File: src/rtl/birx_pkg.sv
package birx_pkg;

    localparam int unsigned DEF_CODE_BITS = 13;
    localparam int unsigned DEF_HALF_MIN  = 3;
    localparam int unsigned DEF_HALF_MAX  = 8;
    localparam int unsigned DEF_FULL_MIN  = 9;
    localparam int unsigned DEF_FULL_MAX  = 16;

    typedef enum logic [1:0] {
        IV_HALF = 2'd0,
        IV_FULL = 2'd1,
        IV_BAD  = 2'd2
    } ivl_cls_e;

    typedef enum logic {
        RX_IDLE = 1'b0,
        RX_RUN  = 1'b1
    } rx_state_e;

    typedef struct packed {
        logic hit;   // a transition was seen this cycle
        logic fall;  // the transition was high-to-low
    } edge_evt_t;

    function automatic ivl_cls_e classify(
        input int unsigned ticks,
        input int unsigned hmin,
        input int unsigned hmax,
        input int unsigned fmin,
        input int unsigned fmax
    );
        if (ticks >= hmin && ticks <= hmax)
            return IV_HALF;
        else if (ticks >= fmin && ticks <= fmax)
            return IV_FULL;
        else
            return IV_BAD;
    endfunction

endpackage

File: src/rtl/birx_edge_det.sv
module birx_edge_det
    import birx_pkg::*;
#(
    parameter int unsigned STAGES   = 2,
    parameter logic        IDLE_LVL = 1'b1
) (
    input  logic      clk,
    input  logic      rst,
    input  logic      din,
    output edge_evt_t evt_o
);
    // pipe[0] is the first synchronizer flop, pipe[STAGES-1] the settled
    // sample, pipe[STAGES] the settled sample of the previous cycle.
    logic [STAGES:0] pipe;

    always_ff @(posedge clk) begin
        if (rst)
            pipe <= {(STAGES + 1){IDLE_LVL}};
        else
            pipe <= {pipe[STAGES-1:0], din};
    end

    always_comb begin
        evt_o.hit  = pipe[STAGES] ^ pipe[STAGES-1];
        evt_o.fall = pipe[STAGES] & ~pipe[STAGES-1];
    end

endmodule

File: src/rtl/birx_ivl_timer.sv
module birx_ivl_timer #(
    parameter int unsigned CNT_W = 5
) (
    input  logic             clk,
    input  logic             rst,
    input  logic             tick_en,
    input  logic             hit,
    output logic [CNT_W-1:0] ticks_o
);
    localparam logic [CNT_W-1:0] SAT = '1;

    logic [CNT_W-1:0] cnt;

    always_ff @(posedge clk) begin
        if (rst)
            cnt <= SAT;
        else if (hit)
            cnt <= {{(CNT_W - 1){1'b0}}, tick_en};
        else if (tick_en && cnt != SAT)
            cnt <= cnt + 1'b1;
    end

    assign ticks_o = cnt;

    // without a tick and without a transition the count holds
    a_r10_hold_without_tick: assert property (@(posedge clk) disable iff (rst)
        (!hit && !tick_en) |=> $stable(ticks_o));

    // a transition restarts the measurement
    a_r2_restart_on_edge: assert property (@(posedge clk) disable iff (rst)
        hit |=> (ticks_o <= CNT_W'(1)));

endmodule

File: src/rtl/birx_frame_fsm.sv
module birx_frame_fsm
    import birx_pkg::*;
#(
    parameter int unsigned NBITS    = DEF_CODE_BITS,
    parameter int unsigned HALF_MIN = DEF_HALF_MIN,
    parameter int unsigned HALF_MAX = DEF_HALF_MAX,
    parameter int unsigned FULL_MIN = DEF_FULL_MIN,
    parameter int unsigned FULL_MAX = DEF_FULL_MAX,
    parameter int unsigned CNT_W    = 5
) (
    input  logic             clk,
    input  logic             rst,
    input  edge_evt_t        evt,
    input  logic [CNT_W-1:0] ticks,
    output logic [NBITS-1:0] code_o,
    output logic             valid_o
);
    localparam int unsigned CW = $clog2(NBITS + 1);

    typedef struct packed {
        rx_state_e        st;
        logic             mid;    // last accepted transition was mid-cell
        logic [CW-1:0]    nbits;  // bits gathered so far
        logic [NBITS-1:0] sr;     // shift register, oldest bit highest
    } ctx_t;

    ctx_t             cur, nxt;
    ivl_cls_e         cls;
    logic             rec, err, restart, valid_n;
    logic [NBITS-1:0] code_n;

    always_comb begin
        cls     = classify(32'(ticks), HALF_MIN, HALF_MAX, FULL_MIN, FULL_MAX);
        nxt     = cur;
        rec     = 1'b0;
        err     = 1'b0;
        restart = 1'b0;
        valid_n = 1'b0;
        code_n  = code_o;
        if (evt.hit) begin
            if (cur.st == RX_IDLE) begin
                restart = evt.fall;
            end else begin
                if (cur.mid) begin
                    case (cls)
                        IV_HALF: nxt.mid = 1'b0;
                        IV_FULL: rec     = 1'b1;
                        default: err     = 1'b1;
                    endcase
                end else if (cls == IV_HALF) begin
                    rec     = 1'b1;
                    nxt.mid = 1'b1;
                end else begin
                    err = 1'b1;
                end
                if (err) begin
                    if (evt.fall)
                        restart = 1'b1;
                    else
                        nxt.st = RX_IDLE;
                end
            end
            if (restart) begin
                nxt.st    = RX_RUN;
                nxt.mid   = 1'b1;
                nxt.nbits = CW'(1);
                nxt.sr    = NBITS'(1);
            end
            if (rec) begin
                nxt.sr    = {cur.sr[NBITS-2:0], evt.fall};
                nxt.nbits = cur.nbits + 1'b1;
                if (nxt.nbits == CW'(NBITS)) begin
                    code_n  = nxt.sr;
                    valid_n = 1'b1;
                    nxt.st  = RX_IDLE;
                end
            end
        end
    end

    always_ff @(posedge clk) begin
        if (rst) begin
            cur.st    <= RX_IDLE;
            cur.mid   <= 1'b0;
            cur.nbits <= '0;
            cur.sr    <= '0;
            code_o    <= '0;
            valid_o   <= 1'b0;
        end else begin
            cur     <= nxt;
            code_o  <= code_n;
            valid_o <= valid_n;
        end
    end

    // the strobe never lasts two cycles
    a_r7_single_strobe: assert property (@(posedge clk) disable iff (rst)
        valid_o |=> !valid_o);

    // the published code only moves together with the strobe
    a_r8_code_hold: assert property (@(posedge clk) disable iff (rst)
        !$stable(code_o) |-> valid_o);

    // a rising transition at rest changes nothing
    a_r3_idle_rise_ignored: assert property (@(posedge clk) disable iff (rst)
        (cur.st == RX_IDLE && evt.hit && !evt.fall) |=> (cur.st == RX_IDLE && !valid_o));

    // every published frame carries the fixed first bit
    a_r4_lead_bit: assert property (@(posedge clk) disable iff (rst)
        valid_o |-> code_o[NBITS-1]);

    // an illegal interval on a rising transition goes back to rest
    a_r6_rise_error_rest: assert property (@(posedge clk) disable iff (rst)
        (cur.st == RX_RUN && err && !evt.fall) |=> (cur.st == RX_IDLE));

    // the bit count never passes the frame length
    a_r5_count_bound: assert property (@(posedge clk) disable iff (rst)
        cur.nbits <= CW'(NBITS));

endmodule

File: src/rtl/biphase_ir_rx.sv
module biphase_ir_rx
    import birx_pkg::*;
#(
    parameter int unsigned NBITS       = DEF_CODE_BITS,
    parameter int unsigned HALF_MIN    = DEF_HALF_MIN,
    parameter int unsigned HALF_MAX    = DEF_HALF_MAX,
    parameter int unsigned FULL_MIN    = DEF_FULL_MIN,
    parameter int unsigned FULL_MAX    = DEF_FULL_MAX,
    parameter int unsigned SYNC_STAGES = 2
) (
    input  logic             clk,
    input  logic             rst,
    input  logic             tick_en,
    input  logic             ir_in,
    output logic [NBITS-1:0] code_o,
    output logic             valid_o
);
    localparam int unsigned CNT_W = $clog2(FULL_MAX + 2);

    edge_evt_t        evt;
    logic [CNT_W-1:0] ticks;

    birx_edge_det #(
        .STAGES   (SYNC_STAGES),
        .IDLE_LVL (1'b1)
    ) u_edge (
        .clk   (clk),
        .rst   (rst),
        .din   (ir_in),
        .evt_o (evt)
    );

    birx_ivl_timer #(
        .CNT_W (CNT_W)
    ) u_timer (
        .clk     (clk),
        .rst     (rst),
        .tick_en (tick_en),
        .hit     (evt.hit),
        .ticks_o (ticks)
    );

    birx_frame_fsm #(
        .NBITS    (NBITS),
        .HALF_MIN (HALF_MIN),
        .HALF_MAX (HALF_MAX),
        .FULL_MIN (FULL_MIN),
        .FULL_MAX (FULL_MAX),
        .CNT_W    (CNT_W)
    ) u_fsm (
        .clk     (clk),
        .rst     (rst),
        .evt     (evt),
        .ticks   (ticks),
        .code_o  (code_o),
        .valid_o (valid_o)
    );

endmodule

File: config.mk
export PLATFORM = sky130hd
export DESIGN_NAME = biphase_ir_rx
export DESIGN_NICKNAME = d
export VERILOG_FILES = /design/src/rtl/birx_pkg.sv /design/src/rtl/birx_edge_det.sv /design/src/rtl/birx_ivl_timer.sv /design/src/rtl/birx_frame_fsm.sv /design/src/rtl/biphase_ir_rx.sv
export SDC_FILE = /design/constraint.sdc
export NUM_CORES = 1
export LEC_CHECK = 0
export BUFFER_PORTS_ARGS = -buffer_cell sky130_fd_sc_hd__buf_4
export CORE_MARGIN = 1
export CORE_UTILIZATION = 51
export CTS_BUF_LIST = sky130_fd_sc_hd__clkbuf_16
export CTS_CLUSTER_SIZE = 24
export DETAILED_ROUTE_END_ITERATION = 8
export PLACE_DENSITY = 0.73
export SLEW_MARGIN = 20
export SYNTH_ARGS = -nofsm -noshare
export SYNTH_HDL_FRONTEND = slang
export SYNTH_SLANG_ARGS = --single-unit
File: constraint.sdc
create_clock -name clk -period 2.25 [get_ports clk]
set_input_delay 0.225 -clock clk [delete_from_list [all_inputs] [get_ports clk]]
set_output_delay 0.225 -clock clk [all_outputs]
set_load 0.01 [all_outputs]
# Yosys cells after proc, flatten, opt, wreduce, memory -nomap -nowiden
# Cells that the tools add are included.
# op_classes
addsub,2
order_cmp,4
eq_ne,3
muxes,26
bitwise_logic,5
reduce_logical,12
# ops
operator,n
1-bit two-way mux,19
19-bit two-way mux,1
17-bit two-way mux,1
5-bit two-way mux,2
2-bit two-way mux,3
2-bit nonzero test,3
"5-bit by 1-bit adder with 5-bit output, second input constant",1
"5-bit by 2-bit >= comparator with 1-bit output, second input constant",1
"5-bit by 4-bit >= comparator with 1-bit output, second input constant",1
"5-bit by 4-bit less-or-equal comparator with 1-bit output, second input constant",1
"5-bit less-or-equal comparator, second input constant",1
"5-bit != test, second input constant",1
"4-bit by 1-bit adder with 4-bit output, second input constant",1
"4-bit == test, second input constant",1
2-bit AND reduction,2
1-bit logical AND,3
1-bit NOT,3
3-bit AND reduction,1
3-bit OR reduction,1
"2-bit by 1-bit == test with 1-bit output, second input constant",1
2-bit zero test,1
2-bit OR reduction,1
1-bit bitwise AND,1
1-bit bitwise XOR,1
# totals
register_bits,40
input_bits,4
output_inout_bits,14
elab_cells,60

# Depth between registers and ports, before layout
# logic_depth
depth_word,16
mapped_depth,9
mapped_depth_nobuf,7

# By module
# From an unflattened synthesis, not the netlist that was laid out.
# hier_totals
hier_cells,179
area_unflattened_um2,1764.2
# by_module_without_submodules
module,n_inst,cells_each,area_each_um2,seq_area_each_um2
birx_frame_fsm,1,143,1391.3,640.6
birx_ivl_timer,1,27,274.0,100.1
birx_edge_det,1,9,98.8,60.1

# Worst setup path before layout
# OpenSTA, ideal clock, no wires.
# synth_path
kind,reg-to-reg
startpoint,register u_timer.cnt[0] (netlist: u_timer.ticks_o[0])
endpoint,register u_fsm.code_o[12]
setup_ps,119
t_arrival_ps,2092
required_time_ps,2131
setup_slack_ps,39
stages_incl_launch_ff,9
path_buffers,1
period_less_slack_ps,2211
path_cell_list,dfxtp_1 -> inv_1 -> ha_1 -> nor2b_1 -> o311ai_1 -> o2111ai_4 -> or3b_1 -> buf_6 -> mux2i_1
# synth_via
elab_chain_cells,10
elab_cells_between_ends,16
classes_between,4 x order compare; 1 x eq/ne; 7 x mux; 4 x reduce/logical
# synth_lines
element,line_no,source
"start, declared",birx_ivl_timer.sv:12,logic [CNT_W-1:0] cnt;
"start signal, assigned",birx_ivl_timer.sv:18,"cnt <= {{(CNT_W - 1){1'b0}}, tick_en};"
"start signal, assigned",birx_ivl_timer.sv:20,cnt <= cnt + 1'b1;
5-bit by 4-bit >= comparator with 1-bit output or 5-bit less-or-equal comparator (tied branches),birx_pkg.sv:34,else if (ticks >= fmin && ticks <= fmax)
1-bit logical AND,birx_pkg.sv:34,
2-bit two-way mux,birx_pkg.sv:34,
2-bit two-way mux *,birx_pkg.sv:32,if (ticks >= hmin && ticks <= hmax)
2-bit by 1-bit == test with 1-bit output or 2-bit zero test (tied branches),"birx_frame_fsm.sv:45, birx_frame_fsm.sv:50",
"1-bit two-way mux, on equally long branches","birx_frame_fsm.sv:45, birx_frame_fsm.sv:50",
1-bit two-way mux *,birx_frame_fsm.sv:44,if (cur.mid) begin
1-bit two-way mux *,birx_frame_fsm.sv:41,if (cur.st == RX_IDLE) begin
1-bit two-way mux *,birx_frame_fsm.sv:40,if (evt.hit) begin
3-bit AND reduction (no source line) *,-,
"end signal, assigned",birx_frame_fsm.sv:91,code_o <= code_n;
"end, declared",birx_frame_fsm.sv:15,"output logic [NBITS-1:0] code_o,"
# Every way passes the cells marked *; elsewhere a longest branch is shown, timed or not. The select of a mux whose other input is x is not followed.
# A chain may end at the register's enable or synchronous reset.

# Worst setup path after layout
# layout_path
startpoint,register u_timer.cnt[1] (netlist: u_timer.ticks_o[1])
endpoint,register u_fsm.code_o[0]
# The elaborated chain is that of the path after synthesis.

==> impl_metrics.env <==
export IMPL_tritoncts="yes"
export IMPL_r2r_slack_ps=120
export IMPL_core_area_um2=3103
export IMPL_synth_top_area_share_pct=47.16
export IMPL_drive_gt1_share_pct=22.55
export IMPL_power_frac_comb_pct=9.7
export IMPL_yosys_top_cells_area="dfxtp_1, mux2i_1, nand2_1"
export IMPL_hold_start="ir_in"
export IMPL_wirelength_mm=3.460
export IMPL_vias=1358
export IMPL_syn_area_per_cell_um2=9.485
export IMPL_rows=20
export IMPL_die_area_um2=3564
export IMPL_regArea_um2=805.8
export IMPL_grt_ovfl_total=0
export IMPL_syn_area_um2=1698
export IMPL_worstSetupStartpointType="register"
export IMPL_p_sw_mw=0.4232
export IMPL_wire_per_inst_um=13.95
export IMPL_holdPathEnd="u_edge.pipe[0]$_SDFF_PP1_"
export IMPL_clk_path_buf_depth=2
export IMPL_n_fill_cell=259
export IMPL_grt_usage_pct=21.84
export IMPL_hold_depth=2
export IMPL_initial_utilization_pct=54.72
export IMPL_worst_pin_slew_ps=419.8
export IMPL_pin_count=18
export IMPL_slowest_delay_ps=380
export IMPL_holdWs_ps=128.0
export IMPL_skew_ps=5.080
export IMPL_leakagePower_nw=0.8787
export IMPL_p_sw_share_pct=23.98
export IMPL_hold_path_class="input port to register"
export IMPL_yosys_top_cells_count="dfxtp_1, nand2_1, mux2i_1, o22ai_1"
export IMPL_status="completed"
export IMPL_area_delta_synth_final_pct=25.28
export IMPL_ys_async_sr_fraction_pct=0
export IMPL_multiInputGateArea_um2=844.6
export IMPL_via_per_inst=5.476
export IMPL_critPathKind="register to register"
export IMPL_synth_nets=190
export IMPL_yosys_area_top_type="dfxtp_1"
export IMPL_crit_chain="inv_1 -> ha_1 -> nor2b_1 -> o311ai_2 -> o2111ai_4 -> buf_4 -> nor3b_2 -> buf_4 -> mux2i_1"
export IMPL_gp_congestion=0.9234
export IMPL_vdd_drop_max_mv=0.5839
export IMPL_num_nets_final=214
export IMPL_fp_dieH_um=59.70
export IMPL_timing_fmax_mhz=469.2
export IMPL_worst_path_max_delay_cell="dfxtp_2"
export IMPL_internal_power_mw=1.342
export IMPL_power_density_nw_per_um2=829.9
export IMPL_finalSetupViolations=0
export IMPL_antenna_diode_count=0
export IMPL_ff2ff_path_depth=9
export IMPL_grt_max_degree=20
export IMPL_r2r_end="u_fsm.code_o[0]$_SDFFE_PP0P_"
export IMPL_clkLatencyLatePin_ps=280
export IMPL_cts_htree_levels=2
export IMPL_clkSinkCount=40
export IMPL_crit_path_frequent_cell="buf_4"
export IMPL_regToRegStartpoint="u_timer.ticks_o[1]$_SDFFE_PP1P_"
export IMPL_drc=0
export IMPL_grt_pass1_wl_mm=5.651
export IMPL_drt_first_pass_iters=4
export IMPL_crit_path_end_kind="register"
export IMPL_place_hpwl_mm=2.286
export IMPL_io_buffers=17
export IMPL_fin_tns_setup_ps=0
export IMPL_synth_cells=179
export IMPL_cp_required_ps=2460
export IMPL_synth_flop_cell="dfxtp_1"
export IMPL_cp_num_buf_inv=3
export IMPL_cts_root_buf="clkbuf_16"
export IMPL_ant_nets=0
export IMPL_ys_seq_area_share_pct=47.16
export IMPL_cp_arrival_ps=2340
export IMPL_cp_top_family="buffers and inverters"
export IMPL_clkPwrFrac_pct=46.0
export IMPL_drtIter0Drc=59
export IMPL_crit_path_max_fanout=9
export IMPL_finalCriticalPeriod_ps=2131
export IMPL_clkTransAtPathRegs_ps=60
export IMPL_post_synth_top_count_cell="dfxtp_1"
export IMPL_grt_pass1_vias=1284
export IMPL_synth_cell_types=38
export IMPL_postLayoutCoreUtil_pct=68.55
export IMPL_maxSlewHeadroom_pct=71.96
export IMPL_fin_crit_sh_pct=94.71
export IMPL_die_w_um=59.70
export IMPL_synth_edff_count=0
export IMPL_antenna_found_initial=0
export IMPL_ys_ff_latch=40
export IMPL_cts_inserted_buffers=5
export IMPL_power_frac_seq_pct=44.2
export IMPL_maxCapViolCount=0
export IMPL_maxSlewViolCount=0
export IMPL_hold_viol=0
export IMPL_ys_warn_count=0
==> metrics by stage <==
stage                     setup WS, ps  cell area (µm²)  std cells  power, mW
after floorplan                  39.11             1698        179     0.9016
after global placement           62.86             1916        239     0.9358
after detailed placement         3.470             1916        239     0.9447
after CTS                        17.49             2096        247      1.755
after global routing            -5.152             2127        248      1.840
final                            118.9             2127        248      1.765
==> metal layers <==
layer  GRT usage, %  vias to the layer above  share of wire (%)
met1          27.14                      651                 46
met4          10.96                        0                1.8
li1               -                      677                  -
met5              0                        -                  0
met3          7.576                        7                4.3
met2          33.49                       23                 48
==> cell families after synthesis <==
family	after synthesis	share of synthesized area, %
xor gates and xnor gates	2	1.032
muxes	14	8.253
buffers and inverters	18	4.642
and+or+nand+nor	61	17.46
adders and majority gates	7	5.158
DFF	40	47.16
AOI/OAI and AO/OA	37	16.29
==> repair_timing <==
item,CTS,global route
gates cloned,0,0
hold buffers,0,0
pin swaps,0,2
endpoints found under the setup margin,9,27
gates resized for setup,1,6
endpoints found under the hold margin,0,0
setup buffers,0,1
==> flip-flops by register name, indices dropped and copies added, names as in the netlist <==
name / count
u_fsm.code_o: 13
u_timer.ticks_o: 5
u_fsm.cur: 18
u_edge.pipe: 3
u_fsm.valid_o: 1
==> how the worst max path moves through the flow <==
| stage | start | to | slack [ps] | cells after the start |
|---|---|---|---|---|
| global route | u_timer.ticks_o[1]$_SDFFE_PP1P_ | u_fsm.code_o[9]$_SDFFE_PP0P_ | -5 | 9 |
| CTS | u_timer.ticks_o[0]$_SDFFE_PP1P_ | u_fsm.cur[0]$_SDFFE_PP0P_ | 20 | 8 |
| floorplan | u_timer.ticks_o[0]$_SDFFE_PP1P_ | u_fsm.code_o[12]$_SDFFE_PP0P_ | 40 | 8 |
| detailed placement | u_timer.ticks_o[0]$_SDFFE_PP1P_ | u_fsm.cur[16]$_SDFFE_PP0P_ | 3 | 8 |
| finish | u_timer.ticks_o[1]$_SDFFE_PP1P_ | u_fsm.code_o[0]$_SDFFE_PP0P_ | 120 | 9 |
| global placement | u_timer.ticks_o[0]$_SDFFE_PP1P_ | u_fsm.cur[16]$_SDFFE_PP0P_ | 60 | 8 |
==> cells in the final DEF (no fill, tap or decap), types with 3 or more instances in the layout <==
master     netlist  routed
nand2b_1         4       4
ha_1             7       7
buf_4            0      27
nor2_1           4       4
o21ai_1          6       6
nand2_1         33      33
clkbuf_16        0       5
a211o_1          3       3
o22ai_1         11      11
mux2i_1         14      14
nand3_1          4       4
a21oi_1          4       4
dfxtp_1         40      38
inv_1            7       7
==> power by group through the flow <==
stage | Sequential [mW] | Clock, mW | Combinational, mW
after floorplan | 0.776 | 0 | 0.126
after global placement | 0.781 | 0 | 0.155
after detailed placement | 0.784 | 0 | 0.160
after CTS | 0.769 | 0.823 | 0.164
after global routing | 0.786 | 0.858 | 0.196
final | 0.781 | 0.812 | 0.172
==> cell type report <==
cell class	instances	share of cell area [%]
Sequential cell	40	37.88
Tap cell	44	2.588
Clock buffer	5	5.882
Clock inverter	3	2.235
Multi-Input combinational cell	121	39.71
Inverter	7	1.235
Timing Repair Buffer	28	10.47
==> worst reg2reg max path, stage by stage (launching register included) <==
cell       delay, ps
dfxtp_2          380
inv_1             90
ha_1             200
nor2b_1          140
o311ai_2         300
o2111ai_4        160
buf_4            200
nor3b_2          220
buf_4            180
mux2i_1          180
No activity file was read; power rests on OpenSTA's default activity.
